===== src/rtl/scsi_bm_pkg.sv =====
package scsi_bm_pkg;

  localparam int PHASE_W = 3;

  typedef enum logic [PHASE_W-1:0] {
    PH_DATA_OUT = 3'b000,
    PH_DATA_IN  = 3'b001,
    PH_COMMAND  = 3'b010,
    PH_STATUS   = 3'b011,
    PH_RSV_A    = 3'b100,
    PH_RSV_B    = 3'b101,
    PH_MSG_OUT  = 3'b110,
    PH_MSG_IN   = 3'b111
  } bus_phase_e;

  typedef enum logic [2:0] {
    S_IDLE,
    S_WAIT_REQ,
    S_DRIVE,
    S_WAIT_REL,
    S_HOLD
  } bm_state_e;

  // Reserved codes (MSG=1, C/D=0) can never match the bus.
  function automatic logic phase_match(input logic [PHASE_W-1:0] want,
                                       input logic [PHASE_W-1:0] seen);
    return (want[2:1] != 2'b10) && (want == seen);
  endfunction

  // The I/O bit gives the direction: 1 means into the initiator.
  function automatic logic phase_inbound(input logic [PHASE_W-1:0] ph);
    return ph[0];
  endfunction

endpackage


===== src/rtl/scsi_bm_phase_mon.sv =====
module scsi_bm_phase_mon
  import scsi_bm_pkg::*;
(
  input  logic               clk,
  input  logic               rst_n,
  input  logic               req_i,
  input  logic [PHASE_W-1:0] bus_phase_i,
  output logic [PHASE_W-1:0] lat_phase_o
);

  logic               req_q;
  logic               req_rise;
  logic [PHASE_W-1:0] lat_q;

  assign req_rise = req_i & ~req_q;

  always_ff @(posedge clk or negedge rst_n) begin
    if (!rst_n) begin
      req_q <= 1'b0;
    end else begin
      req_q <= req_i;
    end
  end

  // Phase status latch, updated only when REQ rises.
  always_ff @(posedge clk or negedge rst_n) begin
    if (!rst_n) begin
      lat_q <= '0;
    end else if (req_rise) begin
      lat_q <= bus_phase_i;
    end
  end

  assign lat_phase_o = lat_q;

endmodule


===== src/rtl/scsi_bm_counter.sv =====
module scsi_bm_counter #(
  parameter int CNT_W = 16
) (
  input  logic             clk,
  input  logic             rst_n,
  input  logic             load_i,
  input  logic [CNT_W-1:0] load_val_i,
  input  logic             dec_i,
  output logic             last_o
);

  localparam logic [CNT_W-1:0] ONE = CNT_W'(1);

  logic [CNT_W-1:0] cnt_q;
  logic [CNT_W-1:0] cnt_d;
  logic             cnt_en;

  assign cnt_en = load_i | dec_i;

  always_comb begin
    cnt_d = cnt_q;
    if (load_i) begin
      cnt_d = load_val_i;
    end else if (dec_i) begin
      cnt_d = cnt_q - ONE;
    end
  end

  always_ff @(posedge clk or negedge rst_n) begin
    if (!rst_n) begin
      cnt_q <= '0;
    end else if (cnt_en) begin
      cnt_q <= cnt_d;
    end
  end

  assign last_o = (cnt_q == ONE);

endmodule


===== src/rtl/scsi_bm_initiator.sv =====
module scsi_bm_initiator
  import scsi_bm_pkg::*;
#(
  parameter int CNT_W  = 16,
  parameter int DATA_W = 8
) (
  input  logic              clk,
  input  logic              rst_n,
  input  logic              start_i,
  input  logic              tgt_mode_i,
  input  logic [2:0]        cmd_phase_i,
  input  logic [CNT_W-1:0]  cmd_count_i,
  input  logic              atn_set_i,
  input  logic              clr_ack_i,
  input  logic              req_i,
  input  logic [2:0]        bus_phase_i,
  input  logic [DATA_W-1:0] data_in_i,
  input  logic [DATA_W-1:0] tx_data_i,
  input  logic              tx_valid_i,
  output logic              tx_ready_o,
  output logic [DATA_W-1:0] rx_data_o,
  output logic              rx_valid_o,
  output logic              ack_o,
  output logic              atn_o,
  output logic [DATA_W-1:0] data_out_o,
  output logic              data_oe_o,
  output logic [2:0]        phase_drv_o,
  output logic              phase_oe_o,
  output logic              busy_o,
  output logic              done_o,
  output logic              irq_o
);

  bm_state_e          state_q, state_d;
  logic [PHASE_W-1:0] cmd_q, cmd_d;
  logic [PHASE_W-1:0] lat_phase;
  logic               ack_q, ack_d;
  logic               atn_q, atn_d;
  logic               oe_q, oe_d;
  logic [DATA_W-1:0]  dout_q, dout_d;
  logic [DATA_W-1:0]  rx_q, rx_d;
  logic               rxv_q, rxv_d;
  logic               done_q, done_d;
  logic               irq_q, irq_d;
  logic [PHASE_W-1:0] pdrv_q, pdrv_d;
  logic               poe_q, poe_d;
  logic               cnt_load, cnt_dec, cnt_last;
  logic               tx_take;
  logic               bus_ok;

  scsi_bm_phase_mon u_phase_mon (
    .clk         (clk),
    .rst_n       (rst_n),
    .req_i       (req_i),
    .bus_phase_i (bus_phase_i),
    .lat_phase_o (lat_phase)
  );

  scsi_bm_counter #(.CNT_W(CNT_W)) u_counter (
    .clk        (clk),
    .rst_n      (rst_n),
    .load_i     (cnt_load),
    .load_val_i (cmd_count_i),
    .dec_i      (cnt_dec),
    .last_o     (cnt_last)
  );

  assign bus_ok = phase_match(cmd_q, bus_phase_i);

  always_comb begin
    state_d  = state_q;
    cmd_d    = cmd_q;
    ack_d    = ack_q;
    atn_d    = atn_q | atn_set_i;
    oe_d     = oe_q;
    dout_d   = dout_q;
    rx_d     = rx_q;
    rxv_d    = 1'b0;
    done_d   = 1'b0;
    irq_d    = 1'b0;
    pdrv_d   = pdrv_q;
    poe_d    = poe_q;
    cnt_load = 1'b0;
    cnt_dec  = 1'b0;
    tx_take  = 1'b0;
    unique case (state_q)
      S_IDLE: begin
        if (start_i) begin
          if (tgt_mode_i) begin
            pdrv_d = cmd_phase_i;
            poe_d  = 1'b1;
            done_d = 1'b1;
          end else begin
            poe_d = 1'b0;
            cmd_d = cmd_phase_i;
            if (!phase_match(cmd_phase_i, lat_phase)) begin
              irq_d = 1'b1;
            end else if (cmd_count_i == '0) begin
              done_d = 1'b1;
            end else begin
              cnt_load = 1'b1;
              oe_d     = ~phase_inbound(cmd_phase_i);
              state_d  = S_WAIT_REQ;
            end
          end
        end
      end
      S_WAIT_REQ: begin
        if (req_i) begin
          if (!bus_ok) begin
            irq_d   = 1'b1;
            oe_d    = 1'b0;
            state_d = S_IDLE;
          end else if (phase_inbound(cmd_q)) begin
            rx_d    = data_in_i;
            rxv_d   = 1'b1;
            ack_d   = 1'b1;
            state_d = S_WAIT_REL;
          end else if (tx_valid_i) begin
            tx_take = 1'b1;
            dout_d  = tx_data_i;
            state_d = S_DRIVE;
          end
        end
      end
      S_DRIVE: begin
        ack_d = 1'b1;
        if (cnt_last && (cmd_q == PH_MSG_OUT)) begin
          atn_d = 1'b0;
        end
        state_d = S_WAIT_REL;
      end
      S_WAIT_REL: begin
        if (!req_i) begin
          cnt_dec = 1'b1;
          if (cnt_last) begin
            done_d = 1'b1;
            oe_d   = 1'b0;
            if (cmd_q == PH_MSG_IN) begin
              state_d = S_HOLD;
            end else begin
              ack_d   = 1'b0;
              state_d = S_IDLE;
            end
          end else begin
            ack_d   = 1'b0;
            state_d = S_WAIT_REQ;
          end
        end
      end
      S_HOLD: begin
        if (clr_ack_i) begin
          ack_d   = 1'b0;
          state_d = S_IDLE;
        end
      end
      default: state_d = S_IDLE;
    endcase
  end

  always_ff @(posedge clk or negedge rst_n) begin
    if (!rst_n) begin
      state_q <= S_IDLE;
      cmd_q   <= '0;
      ack_q   <= 1'b0;
      atn_q   <= 1'b0;
      oe_q    <= 1'b0;
      dout_q  <= '0;
      rx_q    <= '0;
      rxv_q   <= 1'b0;
      done_q  <= 1'b0;
      irq_q   <= 1'b0;
      pdrv_q  <= '0;
      poe_q   <= 1'b0;
    end else begin
      state_q <= state_d;
      cmd_q   <= cmd_d;
      ack_q   <= ack_d;
      atn_q   <= atn_d;
      oe_q    <= oe_d;
      dout_q  <= dout_d;
      rx_q    <= rx_d;
      rxv_q   <= rxv_d;
      done_q  <= done_d;
      irq_q   <= irq_d;
      pdrv_q  <= pdrv_d;
      poe_q   <= poe_d;
    end
  end

  assign tx_ready_o  = tx_take;
  assign rx_data_o   = rx_q;
  assign rx_valid_o  = rxv_q;
  assign ack_o       = ack_q;
  assign atn_o       = atn_q;
  assign data_out_o  = dout_q;
  assign data_oe_o   = oe_q;
  assign phase_drv_o = pdrv_q;
  assign phase_oe_o  = poe_q;
  assign busy_o      = (state_q != S_IDLE);
  assign done_o      = done_q;
  assign irq_o       = irq_q;

endmodule


===== config.mk =====
export PLATFORM = sky130hd
export DESIGN_NAME = scsi_bm_initiator
export DESIGN_NICKNAME = d
export VERILOG_FILES = /design/src/rtl/scsi_bm_pkg.sv /design/src/rtl/scsi_bm_phase_mon.sv /design/src/rtl/scsi_bm_counter.sv /design/src/rtl/scsi_bm_initiator.sv
export SDC_FILE = /design/constraint.sdc
export NUM_CORES = 1
export LEC_CHECK = 0
export CAP_MARGIN = 20
export CORE_MARGIN = 2
export CORE_UTILIZATION = 48
export DETAILED_ROUTE_END_ITERATION = 8
export PLACE_DENSITY = 0.83
export SLEW_MARGIN = 20
export SYNTH_ARGS = -nofsm -noshare
export SYNTH_HDL_FRONTEND = slang
export SYNTH_SLANG_ARGS = --single-unit

===== constraint.sdc =====
create_clock -name clk -period 2.4 [get_ports clk]
set_input_delay 0.36 -clock clk [delete_from_list [all_inputs] [get_ports clk]]
set_output_delay 0.36 -clock clk [all_outputs]
set_load 0.01 [all_outputs]

# --- After elaboration in Yosys (flattened, before gate mapping) ---
# Cells that the tools add are included.
word_totals:
  register_bits: 52
  latchBits: 0
  ramBits: 0
  romBits: 0
  input_bits: 46
  output_inout_bits: 28
  wordCells: 129
  memories: 0
op_classes:
  addsub: 1
  mul: 0
  n_div: 0
  order_cmp: 0
  eq_ne: 24
  shift: 0
  muxes: 64
  bitwise_logic: 7
  reduce_logical: 18
op_table:
  columns: ["operator", "count"]
  rows:
  - ["$mux 1", 45]
  - ["$mux 3", 12]
  - ["$mux 16", 2]
  - ["$ne 2x2->1 const B", 13]
  - ["$eq 16x1->1 const B", 1]
  - ["$logic_not 16->1", 1]
  - ["$sub 16x1->16 const B", 1]
  - ["$pmux 3 s5", 1]
  - ["$eq 3x3->1 const B", 3]
  - ["$reduce_and 9->1", 1]
  - ["$reduce_and 8->1", 1]
  - ["$reduce_and 7->1", 1]
  - ["$eq 3x2->1 const B", 2]
  - ["$eq 3x3->1", 2]
  - ["$reduce_and 3->1", 2]
  - ["$reduce_bool 3->1", 2]
  - ["$reduce_and 5->1", 1]
  - ["$ne 4x4->1 const B", 1]
  - ["$not 1->1", 4]
  - ["$pmux 1 s2", 2]
  - ["$pmux 1 s4", 1]
  - ["$reduce_and 2->1", 2]
  - ["$reduce_and 4->1", 1]
  - ["$reduce_bool 4->1", 1]
  - ["8 further kinds", 11]

# --- Longest topological paths before layout ---
# Gate-level depths: netlist of the first run.
logic_depth:
  depth_word: 8
  mapped_depth: 7

# --- Modules after synthesis ---
# From an unflattened synthesis of the first run, not the netlist that was laid out.
hier_totals:
  cells_unflattened: 268
  hier_area_um2: 2802.7
by_module_without_submodules:
  columns: ["mod", "instances", "cells_per_inst", "area_each_um2", "seq_area_each_um2"]
  rows:
  - ["scsi_bm_initiator", 1, 142, 1584.0, 800.8]
  - ["scsi_bm_counter", 1, 118, 1059.8, 400.4]
  - ["scsi_bm_phase_mon", 1, 8, 158.9, 100.1]

# --- Worst setup path before layout of the first run ---
# Ideal clock, no wire load.
synth_path:
  path_type: "reg-to-reg"
  startpoint: "reg state_q[1]"
  endpoint: "reg u_counter.cnt_q[1]"
  setup_time_ns: 0.126
  t_arrival_ns: 1.961
  slack_ns: 0.313
  stages_incl_launch_ff: 6
  n_path_buf: 1
  cell_sequence: "dfrtp_1 or4b_4 or2_0 buf_2 o41a_4 a221o_1"
synth_between:
  elab_chain_len: 4
  word_cells_on_any_way: 8
  classes_between: "eq/ne (1); mux (3); bitwise (1); reduce/logical (3)"
synth_rtl:
  columns: ["element", "line_no", "source"]
  rows:
  - ["from (decl)", "scsi_bm_initiator.sv:34", "bm_state_e state_q, state_d;"]
  - ["from (signal assigned)", "scsi_bm_initiator.sv:176", "state_q <= state_d;"]
  - ["$eq 3x2->1 / $logic_not 3->1 (equally long branches)", "scsi_bm_initiator.sv:86", "unique case (state_q)"]
  - ["$mux 1", "scsi_bm_initiator.sv:86", null]
  - ["$reduce_bool 2->1 (no line) / $or 1x1->1 (equally long branches)", null, null]
  - ["$reduce_and 2->1 (no line)", null, null]
  - ["to (signal assigned)", "scsi_bm_counter.sv:33", "cnt_q <= cnt_d;"]
  - ["to (decl)", "scsi_bm_counter.sv:14", "logic [CNT_W-1:0] cnt_q;"]
# Parallel ways exist; a longest one is shown, timed or not.
# A chain may end at the register's enable or synchronous reset.

# --- Final worst setup path of the first run ---
layout_path:
  startpoint: "in bus_phase_i[1]"
  endpoint: "out tx_ready_o"
layout_between:
  elab_chain_len: 5
layout_rtl:
  columns: ["element", "line_no", "source"]
  rows:
  - ["from (decl)", "scsi_bm_initiator.sv:16", "input logic [2:0] bus_phase_i,"]
  - ["$eq 3x3->1", "scsi_bm_pkg.sv:27", "return (want[2:1] != 2'b10) && (want == seen);"]
  - ["$logic_and 1x1->1", "scsi_bm_pkg.sv:27", null]
  - ["$mux 1", "scsi_bm_initiator.sv:110", "if (!bus_ok) begin"]
  - ["$mux 1", "scsi_bm_initiator.sv:109", "if (req_i) begin"]
  - ["$mux 1", "scsi_bm_initiator.sv:86", null]
  - ["to (decl)", "scsi_bm_initiator.sv:20", "output logic tx_ready_o,"]
# Every way passes these cells.

==> run_results.csv, run 1 <==
group,metric,value,unit
clock_network,numCtsBuffers,5,
route,first_pass_iters,5,
critical_path,arrival,1.93,ns
synthesis,yosysTopAreaCell,"dfrtp_1",
critical_path,start_kind,"input port",
outcome,status,"completed",
placed_design,pre_cts_ws,-0.154,ns
sta,relSlewSlack,0.572,
power,p_per_area,985,nW/um^2
clock_network,cts.sinks,52,
critical_path,crit_fanout,5,
route,detail_route.drc_violations,0,
power,p_clk_frac,0.131,
sta,setup_viol,0,
cells_and_area,syn_to_final_growth,38.2,%
synthesis,yosysWarnings,0,
synthesis,ys_seq_elements,52,
critical_path,required,2.04,ns
route,drt-total-wl,7060,um
cells_and_area,layout.cells.non_filler,409,
run,drv_cap,0,
sta,rsz0062_at_grt,"no",
clock_network,cts.clk_slew.worst_paths,0.09,ns
clock_network,clk_path_buf_depth,2,
synthesis,synth_edf_count,0,
synthesis,synth_top_cell_area_share,0.495,
die,die_y,78.0,um
cells_and_area,layout-drive-gt1-share,0.174,
die,fp.dieArea,6080,sq um
route,wl_per_cell,17.3,um
placed_design,placed_area,3550,sq um
grt,grt_pass1_vias,2346,
placed_design,portBuffers,73,
cells_and_area,design_area,3630,sq um
grt,grt_max_degree,53,
sta,worst_slack,0.108,ns
die,start_util,0.505,
critical_path,crit_path_end_kind,"output pin",
synthesis,syn_area,2630,sq um
power,p_sw_frac,0.369,
die,die_w,78.0,um
power,comb_power_share,0.452,
die,ios,74,
placed_design,place_congestion,0.946,
synthesis,synth_area_leaders,"dfrtp_1 (50%), mux2_2 (12%), nand2_1 (3.9%)",
die,placement_rows,26,
synthesis,synth_ff_type,"dfrtp_1",
cells_and_area,n_antenna_cell,0,
critical_path,rrSetupSlack,0.16,ns
sta,worstMarginPinSlew,0.639,ns
clock_network,root_buffer,"clkbuf_8",
sta,fin_crit_sh,0.955,
synthesis,async_flop_share,1.00,
sta,holdWs,0.0255,ns
synthesis,synth_seq_area_share,0.495,
route,routed_via_density,5.79,
sta,finalMaxSlewViolations,0,
power,power.switching,1.32,mW
route,vias,2369,
die,core_area,5200,sq um
power,power_frac_seq,0.417,
clock_network,htreeDepth,2,
sta,fin_skew,0.0114,ns
grt,track_usage,0.240,
sta,hold_viol_final,0,
placed_design,post-dp-hpwl,5400,um
worst_hold_path,worstHoldPathType,"in2async",
power,power.internal,2.26,mW
synthesis,synth.distinct_cells,48,
grt,grt_overflow_total,0,
synthesis,synthCells,249,
grt,grt_pass1_wl,11400,um
sta,fmax,0.436,GHz
cells_and_area,nNetsFinal,387,
cells_and_area,fin_util,0.698,
clock_network,cts_tree,"yes",
critical_path,crit_type,"in2out",
synthesis,postSynthAreaPerCell,10.6,sq um
placed_design,placedCellCount,402,
route,drt_iter0_markers,200,
clock_network,cts_setup_buffers,0,
grt,antenna_found_initial,0,
sta,min_period,2.29,ns
clock_network,insertion_delay,0.31,ns
synthesis,synthesis.nets,297,
route,final_antenna_net_count,0,
power,peakVddDrop,0.000667,V
power,leakagePower,1.50,nW
per-layer routing:
metal	part of all wire	up-vias	wire (um)	GRT usage
li1	-	1100	-	-
met1	0.42	1156	2980	0.319
met2	0.51	104	3580	0.401
met3	0.058	9	412	0.0453
met4	0.012	0	87	0.0702
met5	0	-	0	0
kinds of logic after synthesis:
group	count (synthesis)	share of synthesized area
mux	28	0.120
fa+ha+maj	2	0.00952
simple gates	98	0.202
buf+inv	12	0.0200
xor+xnor	8	0.0267
compound gates	49	0.127
flops	52	0.495
through the flow:
step	TNS, ns	power [mW]
2_1_floorplan	0	2.34
3_3_place_gp	-0.312	3.01
3_5_place_dp	-0.725	3.10
4_1_cts	0	3.57
5_1_grt	0	3.79
6_report	0	3.58
final cells by class:
| cell class | instances | area (sq um) |
|---|---|---|
| fillers | 397 | 1570 |
| flip-flops and latches | 52 | 1300 |
| clock buffers | 6 | 72.6 |
| multi-input cells | 185 | 1280 |
| inverters | 4 | 15.0 |
| well taps | 70 | 87.6 |
| repair buffers | 91 | 872 |
| clock inverters | 1 | 5.00 |
synth_stat cells, drive strengths merged (2+ instances only):
library cell and count:
nand3b 3, o21ai 17, nand2 27, ha 2, xnor2 5, nor2 17, a221o 4, nand4b 2
a31oi 4, dfrtp 52, and2 3, xor2 3, o31ai 2, clkbuf 4, o211ai 3, mux2 28
nor2b 4, inv 4, nand3 7, buf 4, nand4 4, nor4 10, nor3 10, o22ai 2
nand2b 3, a21oi 7
cells in the final DEF, fill, tap and decap left out, drive strengths merged, types with 5 or more instances in the layout:
| cell | instances |
|---|---|
| buf | 19 |
| clkdlybuf4s50 | 71 |
| nand3 | 7 |
| nor4 | 10 |
| o21ai | 17 |
| nor3 | 10 |
| xnor2 | 5 |
| dfrtp | 52 |
| nand2 | 27 |
| a21oi | 7 |
| mux2 | 28 |
| nor2 | 17 |
| clkbuf | 6 |
worst max-delay path: stages:
cell,delay [ns]
clkdlybuf4s50_1,0.46
xor2_1,0.16
o31ai_1,0.19
buf_4,0.17
nand2_1,0.06
nor3_1,0.21
dlygate4sd2_1,0.31
worst paths after layout:
check	to	cells after the start	start
worst max-delay path	tx_ready_o	7	bus_phase_i[1]
worst min-delay path	u_phase_mon.lat_phase_o[0]	2	rst_n
worst max register to register	u_counter.cnt_q[11]	5	state_q[0]
worst min register to register	phase_oe_o	2	phase_oe_o
max in group asynchronous	u_phase_mon.req_q	2	rst_n
min in group clk	phase_oe_o	2	phase_oe_o
power groups by stage:
stage	Combinational (mW)	Clock, mW	Sequential [mW]
floorplan	0.857	0	1.49
detailed placement	1.60	0	1.50
CTS	1.61	0.476	1.48
finish	1.62	0.470	1.49
global route	1.74	0.515	1.53
global placement	1.54	0	1.47
flip-flops by register name, summed over array words and instances, names as in the netlist, 3 cells and up:
signal and flops:
u_counter.cnt_q 16, data_out_o 8, rx_data_o 8, cmd_q 3, phase_drv_o 3, state_q 3
u_phase_mon.lat_phase_o 3
what timing repair did:
item	4_1_cts	5_1_grt
resized for setup	1	1
hold buffers	0	0
setup endpoints to repair	1	1
No activity file was read; power rests on OpenSTA's default activity.
==> run 2: changes to the inputs <==
Settings changed: CAP_MARGIN 20 to default, CTS_BUF_LIST from default to sky130_fd_sc_hd__clkbuf_4 sky130_fd_sc_hd__clkbuf_8 sky130_fd_sc_hd__clkbuf_16.
==> run_results.csv, run 2 (synthesis results as in run 1) <==
group,metric,value,unit
outcome,status,"completed",
grt,track_usage,0.240,
power,p_per_area,986,nW/um^2
clock_network,cts.clk_slew.worst_paths,0.09,ns
sta,fin_crit_sh,0.954,
clock_network,cts.sinks,52,
cells_and_area,layout-drive-gt1-share,0.177,
cells_and_area,design_area,3640,sq um
critical_path,required,2.04,ns
grt,grt_pass1_wl,11400,um
power,peakVddDrop,0.000668,V
critical_path,critPathSlowestCell,"clkdlybuf4s50_1",
clock_network,insertion_delay,0.30,ns
clock_network,clk_path_buf_depth,2,
critical_path,r2r_start,"state_q[0]",
cells_and_area,layout.cells.non_filler,409,
sta,setup_viol,0,
route,vias,2346,
cells_and_area,fillerInstances,395,
power,p_clk_frac,0.133,
die,fp.dieArea,6080,sq um
cells_and_area,nNetsFinal,387,
sta,rsz0062_at_grt,"no",
placed_design,post-dp-hpwl,5400,um
cells_and_area,final_cell_mix,"clkdlybuf4s50_1 (71), dfrtp_1 (52), mux2_2 (28), nand2_1 (27)",
critical_path,arrival,1.93,ns
grt,antenna_found_initial,0,
grt,grt_max_degree,53,
sta,worst_slack,0.109,ns
die,die_y,78.0,um
route,detail_route.drc_violations,0,
sta,fin_skew,0.0102,ns
critical_path,rr_worst_depth,5,
power,p_sw_frac,0.367,
sta,min_period,2.29,ns
route,wl_per_cell,17.2,um
cells_and_area,final_common_cell,"clkdlybuf4s50_1",
die,die_w,78.0,um
grt,grt_pass1_vias,2342,
critical_path,crit_fanout,5,
cells_and_area,n_antenna_cell,0,
critical_path,start_kind,"input port",
critical_path,critPathMaxStageDelay,0.46,ns
critical_path,path_cells,"clkdlybuf4s50_1 -> xor2_1 -> o31ai_1 -> buf_4 -> nand2_1 -> nor3_1 -> dlygate4sd2_1",
cells_and_area,fin_util,0.699,
die,ios,74,
route,final_antenna_net_count,0,
cells_and_area,multiInputGateArea,1280,sq um
grt,grt_overflow_total,0,
power,leakagePower,1.51,nW
route,drt-total-wl,7030,um
placed_design,placed_area,3550,sq um
cells_and_area,regMostFlops,"u_counter.cnt_q",
sta,worstMarginPinSlew,0.629,ns
cells_and_area,syn_to_final_growth,38.4,%
power,power_frac_seq,0.416,
route,first_pass_iters,4,
power,power.switching,1.32,mW
sta,relSlewSlack,0.579,
critical_path,crit_path_end_kind,"output pin",
placed_design,portBuffers,73,
die,core_area,5200,sq um
clock_network,numCtsBuffers,5,
clock_network,htreeDepth,2,
clock_network,root_buffer,"clkbuf_8",
placed_design,placedCellCount,402,
sta,fmax,0.437,GHz
critical_path,rrSetupSlack,0.17,ns
critical_path,r2r_end,"u_counter.cnt_q[11]",
clock_network,cts_tree,"yes",
power,power.internal,2.27,mW
sta,hold_viol_final,0,
sta,finalMaxSlewViolations,0,
clock_network,postCtsHoldBufs,0,
worst_hold_path,worstHoldPathType,"in2async",
placed_design,place_congestion,0.946,
power,comb_power_share,0.451,
cells_and_area,final-seq-area,1300,sq um
cells_and_area,largest_reg_flops,16,
run,drv_cap,0,
placed_design,pre_cts_ws,-0.154,ns
critical_path,crit_type,"in2out",
route,drt_iter0_markers,174,
die,placement_rows,26,
route,routed_via_density,5.74,
die,start_util,0.505,
## run 2: cell counts in the layout (fill, tap and decap cells not counted)
No cell type changed its count.
## run 2: metal layers
| metal | global-route usage | part of all wire |
|---|---|---|
| met5 | 0 | 0 |
| met1 | 0.319 | 0.42 |
| met2 | 0.401 | 0.51 |
| met3 | 0.0453 | 0.055 |
| met4 | 0.0702 | 0.011 |
## run 2: how the worst max path moves through the flow
stage                       start                   to  slack, ns  depth (start not counted)
2_1_floorplan          state_q[1]   u_counter.cnt_q[1]       0.31                          5
3_3_place_gp       bus_phase_i[1]           tx_ready_o      -0.12                          7
3_5_place_dp       bus_phase_i[1]           tx_ready_o      -0.15                          7
4_1_cts        u_counter.cnt_q[0]  u_counter.cnt_q[14]       0.08                          7
5_1_grt            bus_phase_i[1]           tx_ready_o       0.01                          7
6_report           bus_phase_i[1]           tx_ready_o       0.11                          7
## run 2: timing repair
item / 4_1_cts / 5_1_grt
endpoints found under the setup margin: 1 / 1
resized for setup: 1 / 1
buffers inserted: 0 / 0
## run 2: power by group through the flow
| stage | sequential [mW] | combinational, mW | clock, mW |
|---|---|---|---|
| finish | 1.49 | 1.62 | 0.478 |
| global route | 1.53 | 1.74 | 0.525 |
| CTS | 1.48 | 1.61 | 0.488 |
| detailed placement | 1.50 | 1.60 | 0 |
| global placement | 1.47 | 1.54 | 0 |
| floorplan | 1.49 | 0.857 | 0 |
## run 2: worst max-delay path: cells and delay by family
family	cells	cell delay (ns)
buf+inv	3	0.94
simple gates	2	0.27
xor+xnor	1	0.16
compound gates	1	0.19
## run 2: area by class of cell
cell class | instances | share of cell area
sequential | 52 | 0.358
inverter | 4 | 0.00413
tap | 70 | 0.0241
timing repair buffer | 91 | 0.240
multi-input combinational | 185 | 0.352
clock buffer | 6 | 0.0210
clock inverter | 1 | 0.00138
## run 2: metrics by stage
| stage | setup TNS, ns | hold slack [ns] | total power [mW] |
|---|---|---|---|
| 5_1_grt | 0 | 0.0610 | 3.80 |
| 3_3_place_gp | -0.312 | 0.367 | 3.01 |
| 2_1_floorplan | 0 | 0.0644 | 2.34 |
| 3_5_place_dp | -0.725 | 0.374 | 3.10 |
| 4_1_cts | 0 | 0.0439 | 3.58 |
| 6_report | 0 | 0.0281 | 3.59 |
==> run 3: changes to the inputs <==
==> constraint.sdc (replaced) <==
create_clock -name clk -period 2.4 [get_ports clk]
set_input_delay 0.48 -clock clk [delete_from_list [all_inputs] [get_ports clk]]
set_output_delay 0.48 -clock clk [all_outputs]
set_load 0.01 [all_outputs]
==> run_results.csv, run 3 (synthesis results as in run 1) <==
group,metric,value,unit
route,wl_per_cell,16.6,um
grt,antenna_found_initial,0,
grt,grt_pass1_wl,12000,um
sta,fmax,0.426,GHz
route,vias,2393,
grt,grt_max_degree,29,
cells_and_area,nNetsFinal,396,
critical_path,start_kind,"input port",
power,comb_power_share,0.449,
sta,rsz0062_at_grt,"no",
clock_network,root_buffer,"clkbuf_8",
sta,relSlewSlack,0.589,
cells_and_area,n_antenna_cell,0,
sta,fin_skew,0.00869,ns
clock_network,cts.clk_slew.worst_paths,0.10,ns
cells_and_area,regMostFlops,"u_counter.cnt_q",
clock_network,cts_tree,"yes",
power,leakagePower,1.57,nW
route,final_antenna_net_count,0,
power,p_clk_frac,0.157,
critical_path,crit_type,"in2reg",
outcome,status,"completed",
power,power.switching,1.34,mW
die,die_y,78.0,um
critical_path,arrival,2.53,ns
cells_and_area,final_common_cell,"clkdlybuf4s50_1",
die,core_area,5200,sq um
critical_path,required,2.58,ns
sta,hold_viol_final,0,
clock_network,numCtsBuffers,5,
sta,fin_crit_sh,0.979,
route,first_pass_iters,4,
clock_network,clk_path_buf_depth,2,
power,power_frac_seq,0.394,
critical_path,r2r_start,"state_q[1]",
power,power,3.78,mW
die,placement_rows,26,
grt,grt_pass1_vias,2442,
critical_path,crit_path_end_kind,"register",
placed_design,place_congestion,0.907,
grt,grt_overflow_total,0,
die,fp.dieArea,6080,sq um
clock_network,cts.sinks,52,
critical_path,rr_worst_depth,5,
route,detail_route.drc_violations,0,
cells_and_area,design_area,3740,sq um
critical_path,crit_fanout,8,
cells_and_area,largest_reg_flops,16,
clock_network,insertion_delay,0.30,ns
power,peakVddDrop,0.000767,V
placed_design,placed_area,3600,sq um
power,power.internal,2.43,mW
power,p_sw_frac,0.356,
cells_and_area,final_cell_mix,"clkdlybuf4s50_1 (70), dfrtp_1 (52), mux2_2 (28), nand2_1 (27), buf_4 (26)",
sta,min_period,2.35,ns
cells_and_area,layout-drive-gt1-share,0.206,
grt,track_usage,0.249,
sta,worstMarginPinSlew,0.613,ns
die,ios,74,
sta,setup_viol,0,
route,drt_iter0_markers,163,
placed_design,post-dp-hpwl,5470,um
clock_network,htreeDepth,2,
route,drt-total-wl,6960,um
die,start_util,0.505,
run,drv_cap,0,
critical_path,r2r_end,"u_counter.cnt_q[3]",
die,die_w,78.0,um
sta,finalMaxSlewViolations,0,
power,p_per_area,1010,nW/um^2
placed_design,portBuffers,73,
cells_and_area,syn_to_final_growth,42.2,%
route,routed_via_density,5.71,
worst_hold_path,worstHoldPathType,"in2async",
critical_path,rrSetupSlack,0.20,ns
## run 3: changes by cell type in the layout (fill, tap and decap cells not counted), sizes merged
cell | previous run | this run
buf | 19 | 29
bufinv | 0 | 1
clkbuf | 6 | 5
clkdlybuf4s50 | 71 | 70
clkinvlp | 0 | 1
dlygate4sd2 | 1 | 0
dlymetal6s2s | 0 | 1
## run 3: worst max-delay path, stage by stage
cell and delay, ns:
clkdlybuf4s50_1 0.50, or4b_4 0.50, or2_1 0.30, o41a_4 0.42, o21ai_0 0.22, nand3_1 0.11
## run 3: worst max-delay path by stage
stage	start	to	slack, ns	cells after the start
6_report	start_i	u_counter.cnt_q[3]	0.05	6
3_5_place_dp	bus_phase_i[1]	tx_ready_o	-0.48	7
2_1_floorplan	state_q[1]	u_counter.cnt_q[1]	0.31	5
4_1_cts	bus_phase_i[1]	tx_ready_o	0.003	7
3_3_place_gp	bus_phase_i[1]	tx_ready_o	-0.41	7
5_1_grt	start_i	u_counter.cnt_q[3]	0.01	6
## run 3: power by group through the flow
stage	clock, mW	sequential [mW]	combinational, mW
floorplan	0	1.49	0.857
global placement	0	1.47	1.60
detailed placement	0	1.50	1.66
CTS	0.605	1.48	1.68
global route	0.647	1.54	1.86
finish	0.594	1.49	1.69
## run 3: cell type report
class                           instances  area [sq um]
Clock buffer                            5          68.8
Multi-Input combinational cell        185          1280
Fill cell                             389          1470
Inverter                                4          15.0
Tap cell                               70          87.6
Timing Repair Buffer                  100           938
Sequential cell                        52          1300
Clock inverter                          3          42.5
## run 3: through the flow
step	setup WS [ns]	instances	hold slack, ns	utilization	setup TNS (ns)
3_5_place_dp	-0.479	409	0.484	0.693	-4.28
2_1_floorplan	0.313	249	0.184	-	0
5_1_grt	0.0138	419	0.200	0.718	0
6_report	0.0508	419	0.163	0.718	0
3_3_place_gp	-0.405	409	0.476	0.693	-2.20
4_1_cts	0.00288	418	0.173	0.715	0
## run 3: timing repair
item,in CTS,in global routing
setup endpoints to repair,1,4
hold buffers,0,0
buffers inserted,1,1
pin swaps,1,1
resized for setup,6,3
## run 3: layer usage
metal / vias up / part of all wire / GRT usage
met5: - / 0 / 0
met4: 0 / 0.015 / 0.0719
met3: 12 / 0.054 / 0.0372
met2: 96 / 0.50 / 0.410
met1: 1161 / 0.43 / 0.342
li1: 1124 / - / -
